--- src/rtl/spi_pg_pkg.sv ---
package spi_pg_pkg;

    typedef enum logic [2:0] {
        ST_IDLE,
        ST_CMD,
        ST_WDATA,
        ST_RDATA,
        ST_HOLD
    } frame_state_e;

endpackage

--- src/rtl/spi_pg_sync.sv ---
module spi_pg_sync #(
    parameter int SYNC_STAGES = 2
) (
    input  logic clk_i,
    input  logic rst_ni,
    input  logic sclk_i,
    input  logic ss_ni,
    input  logic mosi_i,
    output logic sclk_rise_o,
    output logic sclk_fall_o,
    output logic ss_fall_o,
    output logic ss_rise_o,
    output logic ss_high_o,
    output logic mosi_o
);
    // bit 0 = sclk, bit 1 = slave select, bit 2 = mosi
    localparam int             NSIG    = 3;
    localparam logic [NSIG-1:0] IDLE_V = 3'b010;

    logic [SYNC_STAGES-1:0][NSIG-1:0] stage_q;
    logic [NSIG-1:0]                  last_q;
    logic [NSIG-1:0]                  now_s;

    always_ff @(posedge clk_i or negedge rst_ni) begin
        if (!rst_ni) begin
            for (int s = 0; s < SYNC_STAGES; s++) begin
                stage_q[s] <= IDLE_V;
            end
            last_q <= IDLE_V;
        end else begin
            stage_q[0] <= {mosi_i, ss_ni, sclk_i};
            for (int s = 1; s < SYNC_STAGES; s++) begin
                stage_q[s] <= stage_q[s-1];
            end
            last_q <= stage_q[SYNC_STAGES-1];
        end
    end

    assign now_s       = stage_q[SYNC_STAGES-1];
    assign sclk_rise_o = now_s[0] & ~last_q[0];
    assign sclk_fall_o = ~now_s[0] & last_q[0];
    assign ss_fall_o   = ~now_s[1] & last_q[1];
    assign ss_rise_o   = now_s[1] & ~last_q[1];
    assign ss_high_o   = now_s[1];
    assign mosi_o      = now_s[2];

endmodule

--- src/rtl/spi_pg_frame.sv ---
module spi_pg_frame
    import spi_pg_pkg::*;
#(
    parameter int ADDR_W = 7,
    parameter int DATA_W = 8
) (
    input  logic              clk_i,
    input  logic              rst_ni,
    input  logic              sclk_rise_i,
    input  logic              sclk_fall_i,
    input  logic              ss_fall_i,
    input  logic              ss_rise_i,
    input  logic              ss_high_i,
    input  logic              mosi_i,
    input  logic [DATA_W-1:0] rd_data_i,
    output logic [ADDR_W-1:0] addr_o,
    output logic              wr_en_o,
    output logic [DATA_W-1:0] wr_data_o,
    output logic              miso_o,
    output logic              miso_oe_o
);
    localparam int CMD_W = ADDR_W + 1;
    localparam int SH_W  = (CMD_W > DATA_W) ? CMD_W : DATA_W;
    localparam int CNT_W = $clog2(SH_W);
    localparam logic [CNT_W-1:0] CMD_LAST  = CNT_W'(CMD_W - 1);
    localparam logic [CNT_W-1:0] DATA_LAST = CNT_W'(DATA_W - 1);

    frame_state_e      state_q, state_d;
    logic [CNT_W-1:0]  cnt_q;
    logic [SH_W-1:0]   shift_q;
    logic [ADDR_W-1:0] addr_q;
    logic              wr_en_q;
    logic [DATA_W-1:0] wr_data_q;
    logic              drive_q;
    logic              miso_q;
    logic [DATA_W-1:0] rd_sh_q;
    logic              capturing;
    logic              cmd_done, data_done;

    assign capturing = sclk_fall_i &&
                       (state_q == ST_CMD || state_q == ST_WDATA || state_q == ST_RDATA);
    assign cmd_done  = sclk_fall_i && (state_q == ST_CMD) && (cnt_q == CMD_LAST);
    assign data_done = sclk_fall_i && (state_q == ST_WDATA || state_q == ST_RDATA)
                       && (cnt_q == DATA_LAST);

    // next-state logic
    always_comb begin
        state_d = state_q;
        if (ss_rise_i) begin
            state_d = ST_IDLE;
        end else begin
            unique case (state_q)
                ST_IDLE:  if (ss_fall_i) state_d = ST_CMD;
                ST_CMD:   if (cmd_done) state_d = mosi_i ? ST_RDATA : ST_WDATA;
                ST_WDATA: if (data_done) state_d = ST_HOLD;
                ST_RDATA: if (data_done) state_d = ST_HOLD;
                ST_HOLD:  state_d = ST_HOLD;
                default:  state_d = ST_IDLE;
            endcase
        end
    end

    // state register
    always_ff @(posedge clk_i or negedge rst_ni) begin
        if (!rst_ni) begin
            state_q <= ST_IDLE;
        end else begin
            state_q <= state_d;
        end
    end

    // capture path: bit counter, shifter, decoded command, write strobe
    always_ff @(posedge clk_i or negedge rst_ni) begin
        if (!rst_ni) begin
            cnt_q     <= '0;
            shift_q   <= '0;
            addr_q    <= '0;
            wr_en_q   <= 1'b0;
            wr_data_q <= '0;
        end else begin
            if (state_d != state_q) begin
                cnt_q <= '0;
            end else if (capturing) begin
                cnt_q <= cnt_q + 1'b1;
            end
            if (capturing) begin
                shift_q <= {shift_q[SH_W-2:0], mosi_i};
            end
            if (cmd_done && !ss_rise_i) begin
                addr_q <= shift_q[ADDR_W-1:0];
            end
            wr_en_q <= data_done && (state_q == ST_WDATA) && !ss_rise_i;
            if (data_done && state_q == ST_WDATA) begin
                wr_data_q <= {shift_q[DATA_W-2:0], mosi_i};
            end
        end
    end

    // output process: MISO launch on rising edges during RDATA
    always_ff @(posedge clk_i or negedge rst_ni) begin
        if (!rst_ni) begin
            drive_q <= 1'b0;
            miso_q  <= 1'b0;
            rd_sh_q <= '0;
        end else if (state_d != ST_RDATA) begin
            drive_q <= 1'b0;
        end else if (state_q == ST_RDATA && sclk_rise_i) begin
            drive_q <= 1'b1;
            if (!drive_q) begin
                miso_q  <= rd_data_i[DATA_W-1];
                rd_sh_q <= {rd_data_i[DATA_W-2:0], 1'b0};
            end else begin
                miso_q  <= rd_sh_q[DATA_W-1];
                rd_sh_q <= {rd_sh_q[DATA_W-2:0], 1'b0};
            end
        end
    end

    assign addr_o    = addr_q;
    assign wr_en_o   = wr_en_q;
    assign wr_data_o = wr_data_q;
    assign miso_o    = miso_q;
    assign miso_oe_o = drive_q;

    // enable stays low once deselect has settled
    a_r5_quiet_deselected: assert property (@(posedge clk_i) disable iff (!rst_ni)
        (ss_high_i && $past(ss_high_i)) |-> !miso_oe_o);
    // enable low throughout the command byte
    a_r5_quiet_in_cmd: assert property (@(posedge clk_i) disable iff (!rst_ni)
        (state_q == ST_CMD) |-> !miso_oe_o);
    // MISO is only driven while returning read data
    a_r4_drive_in_rdata: assert property (@(posedge clk_i) disable iff (!rst_ni)
        miso_oe_o |-> (state_q == ST_RDATA));
    // a write strobe is a single pulse that coincides with entering HOLD
    a_r6_single_strobe: assert property (@(posedge clk_i) disable iff (!rst_ni)
        wr_en_q |-> (state_q == ST_HOLD) ##1 !wr_en_q);
    // HOLD is left only towards IDLE
    a_r6_hold_exit: assert property (@(posedge clk_i) disable iff (!rst_ni)
        ($past(state_q) == ST_HOLD && state_q != ST_HOLD) |-> (state_q == ST_IDLE));
    // MISO data changes only after a rising serial clock edge
    a_r1_launch_edge: assert property (@(posedge clk_i) disable iff (!rst_ni)
        (miso_oe_o && $past(miso_oe_o) && !$stable(miso_q)) |-> $past(sclk_rise_i));

endmodule

--- src/rtl/spi_pg_regbank.sv ---
module spi_pg_regbank #(
    parameter int ADDR_W    = 7,
    parameter int DATA_W    = 8,
    parameter int NUM_PAGES = 2   // power of two
) (
    input  logic              clk_i,
    input  logic              rst_ni,
    input  logic [ADDR_W-1:0] addr_i,
    input  logic              wr_en_i,
    input  logic [DATA_W-1:0] wr_data_i,
    output logic [DATA_W-1:0] rd_data_o
);
    localparam int PAGE_W = (NUM_PAGES > 1) ? $clog2(NUM_PAGES) : 1;
    localparam int DEPTH  = 1 << ADDR_W;

    logic [PAGE_W-1:0] page_q;
    logic [DATA_W-1:0] regs_q [NUM_PAGES][DEPTH];
    logic              sel_page;

    assign sel_page = (addr_i == '0);

    always_ff @(posedge clk_i or negedge rst_ni) begin
        if (!rst_ni) begin
            page_q <= '0;
            for (int p = 0; p < NUM_PAGES; p++) begin
                for (int a = 0; a < DEPTH; a++) begin
                    regs_q[p][a] <= '0;
                end
            end
        end else if (wr_en_i) begin
            if (sel_page) begin
                page_q <= wr_data_i[PAGE_W-1:0];
            end else begin
                regs_q[page_q][addr_i] <= wr_data_i;
            end
        end
    end

    assign rd_data_o = sel_page ? {{(DATA_W-PAGE_W){1'b0}}, page_q}
                                : regs_q[page_q][addr_i];

    // a page-select write leaves only the masked value
    a_r8_page_follows_write: assert property (@(posedge clk_i) disable iff (!rst_ni)
        ($past(wr_en_i) && $past(addr_i) == '0) |-> (page_q == $past(wr_data_i[PAGE_W-1:0])));
    // page changes only through a write
    a_r8_page_steady: assert property (@(posedge clk_i) disable iff (!rst_ni)
        !$past(wr_en_i) |-> $stable(page_q));

endmodule

--- src/rtl/spi_paged_regs.sv ---
module spi_paged_regs #(
    parameter int ADDR_W      = 7,
    parameter int DATA_W      = 8,
    parameter int NUM_PAGES   = 2,
    parameter int SYNC_STAGES = 2
) (
    input  logic clk_i,
    input  logic rst_ni,
    input  logic sclk_i,
    input  logic ss_ni,
    input  logic mosi_i,
    output logic miso_o,
    output logic miso_oe_o
);
    logic              sclk_rise, sclk_fall, ss_fall, ss_rise, ss_high, mosi_s;
    logic [ADDR_W-1:0] addr;
    logic              wr_en;
    logic [DATA_W-1:0] wr_data, rd_data;

    spi_pg_sync #(
        .SYNC_STAGES (SYNC_STAGES)
    ) sync_i (
        .clk_i       (clk_i),
        .rst_ni      (rst_ni),
        .sclk_i      (sclk_i),
        .ss_ni       (ss_ni),
        .mosi_i      (mosi_i),
        .sclk_rise_o (sclk_rise),
        .sclk_fall_o (sclk_fall),
        .ss_fall_o   (ss_fall),
        .ss_rise_o   (ss_rise),
        .ss_high_o   (ss_high),
        .mosi_o      (mosi_s)
    );

    spi_pg_frame #(
        .ADDR_W (ADDR_W),
        .DATA_W (DATA_W)
    ) frame_i (
        .clk_i       (clk_i),
        .rst_ni      (rst_ni),
        .sclk_rise_i (sclk_rise),
        .sclk_fall_i (sclk_fall),
        .ss_fall_i   (ss_fall),
        .ss_rise_i   (ss_rise),
        .ss_high_i   (ss_high),
        .mosi_i      (mosi_s),
        .rd_data_i   (rd_data),
        .addr_o      (addr),
        .wr_en_o     (wr_en),
        .wr_data_o   (wr_data),
        .miso_o      (miso_o),
        .miso_oe_o   (miso_oe_o)
    );

    spi_pg_regbank #(
        .ADDR_W    (ADDR_W),
        .DATA_W    (DATA_W),
        .NUM_PAGES (NUM_PAGES)
    ) bank_i (
        .clk_i     (clk_i),
        .rst_ni    (rst_ni),
        .addr_i    (addr),
        .wr_en_i   (wr_en),
        .wr_data_i (wr_data),
        .rd_data_o (rd_data)
    );

    // enable is low in the first cycle after reset
    a_r9_reset_quiet: assert property (@(posedge clk_i) disable iff (!rst_ni)
        $rose(rst_ni) |-> !miso_oe_o);

endmodule

--- config.mk ---
export PLATFORM = sky130hd
export DESIGN_NAME = spi_paged_regs
export DESIGN_NICKNAME = d
export VERILOG_FILES = /design/src/rtl/spi_pg_pkg.sv /design/src/rtl/spi_pg_sync.sv /design/src/rtl/spi_pg_frame.sv /design/src/rtl/spi_pg_regbank.sv /design/src/rtl/spi_paged_regs.sv
export SDC_FILE = /design/constraint.sdc
export NUM_CORES = 2
export LEC_CHECK = 0
export ABC_CLOCK_PERIOD_IN_PS = 6200
export BUFFER_PORTS_ARGS = -buffer_cell sky130_fd_sc_hd__buf_2
export CORE_UTILIZATION = 31
export CTS_CLUSTER_SIZE = 25
export DETAILED_ROUTE_END_ITERATION = 12
export PLACE_DENSITY = 0.52
export SLEW_MARGIN = 20
export SYNTH_ARGS = -nofsm -noshare
export SYNTH_HDL_FRONTEND = slang
export SYNTH_HIERARCHICAL = 1
export SYNTH_SLANG_ARGS = --single-unit
--- constraint.sdc ---
create_clock -name clk_i -period 6.2 [get_ports clk_i]
set_input_delay 0.93 -clock clk_i [delete_from_list [all_inputs] [get_ports clk_i]]
set_output_delay 0.93 -clock clk_i [all_outputs]
set_load 0.05 [all_outputs]
* After elaboration in Yosys (flattened, before gate mapping) *
Cells that the tools add are included.

word-level totals
  register bits = 2,096
  bits of input ports = 5
  output and inout bits = 2
  word-level logic and storage cells = 340

cells by class
  $add $sub $neg = 1
  $lt $le $gt $ge = 4
  eq/ne operators = 7
  multiplexer cells = 24
  bitwise operators = 12
  reductions and logical operators = 23

operator list
  operator                                                    number
  two-way mux 1024 bit                                        4
  bitwise mux 2048 bit                                        1
  demux 1024 bit (select 1 bit)                               1
  binary-select mux 8 bit (select 7 bit)                      1
  demux 8 bit (select 7 bit)                                  1
  two-way mux 8 bit                                           5
  two-way mux 3 bit                                           6
  one-hot mux 3 bit (4 select lines)                          1
  logical AND 1 bit                                           11
  greater-or-equal comparator 8 bit, second input constant    1
  less-than comparator 8 x 1 -> 1 bit, second input constant  1
  NOT 7 -> 8 bit                                              1
  logical NOT 7 bit                                           1
  equality test 3 x 2 -> 1 bit, second input constant         2
  equality test 3 bit, second input constant                  2
  NOT 1 bit                                                   6
  AND reduction 2 bit                                         3
  bitwise AND 1 bit                                           4
  two-way mux 1 bit                                           4
  nonzero test 2 bit                                          2
  adder 3 x 1 -> 3 bit, second input constant                 1
  equality test 3 x 1 -> 1 bit, second input constant         1
  logical NOT 3 bit                                           1
  logical OR 1 bit                                            3
  7 further kinds                                             7

* Depth between registers and ports, before layout *
  word-level depth = 10
  mapped depth = 15
  gate-level depth less buffers = 9

* By module *
Netlist, hierarchy kept.

by module, submodules not included
  module          times used  cells each  area each (um2)  sequential area each (um2)
  spi_pg_regbank  1           6,312       94,829.7         51,274.2
  spi_pg_frame    1           124         1,676.6          950.9
  spi_pg_sync     1           12          239.0            203.9

* Worst setup path after synthesis *
No wires, ideal clock.

  path type = flip-flop to flip-flop
  from = register frame_i.addr_q[0], in the netlist frame_i/addr_o[0]
  to = register frame_i.rd_sh_q[3]
  library setup time = 0.123 ns
  arrival time = 2.495 ns
  data required time = 6.077 ns
  path slack = 3.583 ns
  cell stages (with the launch flop) = 11
  clock period less this slack = 2.617 ns
  path through = dfrtp_1 -> buf_4 -> buf_2 -> clkbuf_1 -> mux4_2 -> a2111oi_1 -> o221ai_1 -> a2111oi_2 -> o22ai_1 -> mux2i_1 -> a21oi_1

on the way
  cells in the longest elaborated chain, start to end = 6

ends and longest elaborated chain
  item                                                   line                  source
  start: declaration                                     spi_pg_frame.sv:31    logic [ADDR_W-1:0] addr_q;
  start signal: assignment                               spi_pg_frame.sv:90    addr_q <= shift_q[ADDR_W-1:0];
  NOT 7 -> 8 bit (not written as such)                   spi_pg_regbank.sv:40  : regs_q[page_q][addr_i];
  binary-select mux 8 bit (select 7 bit)                 spi_pg_regbank.sv:40
  two-way mux 8 bit (not written as such) (2 in series)  spi_pg_regbank.sv:40
  two-way mux 8 bit (*)                                  spi_pg_regbank.sv:39  assign rd_data_o = sel_page ? {{(DATA_W-PAGE_W){1'b0}}, page_q}
  named net rd_data[2]                                   spi_paged_regs.sv:18  logic [DATA_W-1:0] wr_data, rd_data;
  two-way mux 8 bit (*)                                  spi_pg_frame.sv:109   if (!drive_q) begin
  end signal: assignment                                 spi_pg_frame.sv:111   rd_sh_q <= {rd_data_i[DATA_W-2:0], 1'b0};
  end signal: assignment                                 spi_pg_frame.sv:114   rd_sh_q <= {rd_sh_q[DATA_W-2:0], 1'b0};
  end: declaration                                       spi_pg_frame.sv:36    logic [DATA_W-1:0] rd_sh_q;

Mark *: on every way through the listed nets, which the timed path passes. The rest lies on a longest branch. The select of a mux whose other input is x is not followed.
A chain may end at the register's enable or synchronous reset.

* Worst setup path after layout *
  from = register bank_i.page_q
  to = register frame_i.rd_sh_q[7]

on the way
  cells in the longest elaborated chain, start to end = 9

ends and longest elaborated chain
  item                                                      line                  source
  start: declaration                                        spi_pg_regbank.sv:16  logic [PAGE_W-1:0] page_q;
  start signal: assignment                                  spi_pg_regbank.sv:32  page_q <= wr_data_i[PAGE_W-1:0];
  NOT 1 -> 2 bit (not written as such)                      spi_pg_regbank.sv:40
  two-way mux 1024 bit (not written as such) (3 in series)  spi_pg_regbank.sv:40
  binary-select mux 8 bit (select 7 bit)                    spi_pg_regbank.sv:40
  two-way mux 8 bit (not written as such) (2 in series)     spi_pg_regbank.sv:40
  two-way mux 8 bit                                         spi_pg_regbank.sv:39
  named net rd_data[6]                                      spi_paged_regs.sv:18
  two-way mux 8 bit                                         spi_pg_frame.sv:109

The timed path passes the listed nets, and every way through them passes these cells. The select of a mux whose other input is x is not followed.

==> qor.csv <==
metric;value;unit
cts_resized;0;
crit_buf_inv;2;
hold_viol_final;0;
netlist.area_leader.share;54.1;%
ys_types;81;
cts.sinks;2095;
hp-class;input port to asynchronous set/reset pin;
totalPowerFinal;28.2;mW
dp_hpwl;191000;µm
via_per_inst;5.33;
clock_path_buffers;4;
slew_viol_final;0;
critPathRequiredTime;6.98;ns
initial_core_util;31.2;%
cts_setup_buffers;0;
die_area;314000;µm²
crit_path_frequent_cell;mux4_2;
maxCapViolCount;0;
synth_commonest_cells;dfrtp_1 (2092), mux2_2 (1940), mux2i_1 (463);
yosysTopAreaCell;dfrtp_1;
dr.first_iter.drc_count;3867;
seq_area_frac_synth;54.2;%
nNetsFinal;6389;
syn_inst;6448;
crit_path_max_fanout;52;
rsz0062_at_grt;no;
clk_latency;0.92;ns
m1WireLength;141000;µm
ys_warn_count;6;
worst_r2r_startpoint;bank_i/page_q;
setup_tns;0;ns
async_reset_ff_share;100;%
place.gp.congestion;0.816;
leakage;48.4;nW
grt_max_degree;215;
pin_count;7;
firstDrtPassIters;7;
seq_area;52500;µm²
fp-row-count;204;
fin_skew;0.0623;ns
r2r_slack;1.37;ns
setup_viol;0;
worst_pin_slew;1.17;ns
max_slew_margin;21.8;%
status;finished clean;
cpPeakStageDelay;1.01;ns
wl_per_cell;28.6;µm
arrival;5.61;ns
core_area;310000;µm²
die_w;561;µm
cts_tree;done;
placed_area;101000;µm²
multi_input_area;41700;µm²
first_global_vias;60800;
hold_slack;0.0635;ns
final_area;109000;µm²
cp-end-kind;flip-flop;
final_util;35.3;%
timing.final.crit_share;78.0;%
grt_pass1_wl;451000;µm
syn_to_final_growth;12.9;%
start_kind;flip-flop;
postRouteAntennaNets;0;
synthFlopType;dfrtp_1;
peakVddDrop;0.000228;V
port_buffers;6;
synth_nets;6455;
synth_edf_count;0;
syn-cell-area;96700;µm²
cp_slowest_cell;dfrtp_4;
antenna_found_initial;8;
hold_buffers;0;
grt.total_usage;19.4;%
vias;57000;
crit_chain;buf_12 -> buf_4 -> mux4_2 -> mux4_2 -> nor2b_1 -> a211oi_1 -> o211ai_1 -> a41o_1 -> mux2i_1 -> a21oi_1;
dr_wl_met2;142000;µm
fmax;207;MHz
wl;306000;µm
ys_top_cells_by_area;dfrtp_1 (54%), mux2_2 (23%), mux4_2 (7.0%);
r2r_cells;10;
grt_overflow_total;0;
crit_type;flip-flop to flip-flop;
critPathTopFamily;compound AO/OA/AOI/OAI gates;
cts_buffers;234;
die_h;561;µm
yosysMostFrequentCell;dfrtp_1;
postSynthAreaPerCell;15.0;µm²
htreeDepth;4;
worst_r2r_endpoint;frame_i/rd_sh_q[7];
clkTransAtPathRegs;0.06;ns
drc;0;
power_density;258;nW/µm²
dr_wl_met3;13500;µm
drive_above_1_share;47.3;%
fillers;29600;
synth.ff_latch_count;2095;
top_layer_used;met5;
period_needed;4.83;ns
cts-root-buf;clkbuf_16;
through the flow:
stage / std cells / setup WS, ns
floorplan: 6448 / 3.58
global placement: 10300 / 1.18
detailed placement: 10300 / 1.25
CTS: 10700 / 1.25
global route: 10700 / 1.35
finish: 10700 / 1.37
worst register-to-register path: stages (launching register included):
cell and delay [ns]:
dfrtp_4 1.01, buf_12 0.47, buf_4 0.46, mux4_2 0.62, mux4_2 0.49, nor2b_1 0.20, a211oi_1 0.49, o211ai_1 0.40
a41o_1 0.32, mux2i_1 0.15, a21oi_1 0.09
sequential cells by signal, summed over array words and instances, names as in the netlist:
name / count
sync_i/last_q: 2
frame_i/wr_en_o: 1
frame_i/addr_o: 7
frame_i/state_q: 3
bank_i/regs_q: 2048
frame_i/miso_o: 1
sync_i/now_s: 3
frame_i/wr_data_o: 8
frame_i/cnt_q: 3
frame_i/rd_sh_q: 7
sync_i/stage_q: 3
frame_i/miso_oe_o: 1
bank_i/page_q: 1
frame_i/shift_q: 7
layout by cell type, fill, tap and decap left out, drive strengths merged, types with 7 or more instances in the layout:
cell / count
a221oi: 15
a21oi: 61
nand3: 42
o22ai: 175
o211ai: 7
a22o: 19
bufinv: 10
a22oi: 52
nor2b: 13
mux2i: 463
buf: 199
clkinv: 44
nor2: 315
o221ai: 7
inv: 14
o21ai: 40
nor4: 33
nand2: 77
a2111oi: 13
nor3: 26
or4: 12
mux4: 301
a211oi: 22
and2: 12
mux2: 2065
a31oi: 8
dfrtp: 2092
clkbuf: 367
cells by family (layout without fill, tap and decap cells):
kind of cell	count (synthesis)	after routing	synth area share, %
adder cells (fa/ha/maj)	2	2	0.0259
XOR/XNOR	1	1	0.00905
other	0	4	0
buffers and inverters	508	636	2.78
flip-flops	2095	2095	54.2
multiplexers	2829	2829	35.9
AND/OR/NAND/NOR	565	565	4.03
AO/OA/AOI/OAI	448	448	3.11
cell type report:
type	instances	area share (%)
Timing Repair Buffer	199	1.88
Sequential cell	2095	48.0
Tap cell	4120	4.72
Multi-Input combinational cell	3845	38.2
Clock inverter	63	0.617
Inverter	7	0.0241
Clock buffer	367	6.49
Antenna cell	4	0.00916
per-layer routing:
| metal | vias to the layer above | GRT usage, % |
|---|---|---|
| met3 | 450 | 2.86 |
| met4 | 4 | 6.05 |
| met5 | - | 0 |
| met1 | 31500 | 27.3 |
| li1 | 23800 | - |
| met2 | 1285 | 30.7 |
worst max path at each step:
stage | from | endpoint | slack (ns) | cells past startpoint
2_1_floorplan | frame_i/addr_o[0] | frame_i/rd_sh_q[3] | 3.58 | 10
3_3_place_gp | bank_i/page_q | frame_i/rd_sh_q[3] | 1.18 | 10
3_5_place_dp | bank_i/page_q | frame_i/rd_sh_q[3] | 1.25 | 10
4_1_cts | bank_i/page_q | frame_i/rd_sh_q[3] | 1.25 | 10
5_1_grt | bank_i/page_q | frame_i/rd_sh_q[7] | 1.35 | 10
6_report | bank_i/page_q | frame_i/rd_sh_q[7] | 1.37 | 10
power by group:
| part | total [mW] | switching, mW | internal, mW |
|---|---|---|---|
| sequential | 13.7 | 0.0232 | 13.7 |
| combinational | 0.347 | 0.296 | 0.0511 |
| clock | 14.1 | 5.87 | 8.24 |
No activity file was read; power rests on OpenSTA's default activity.
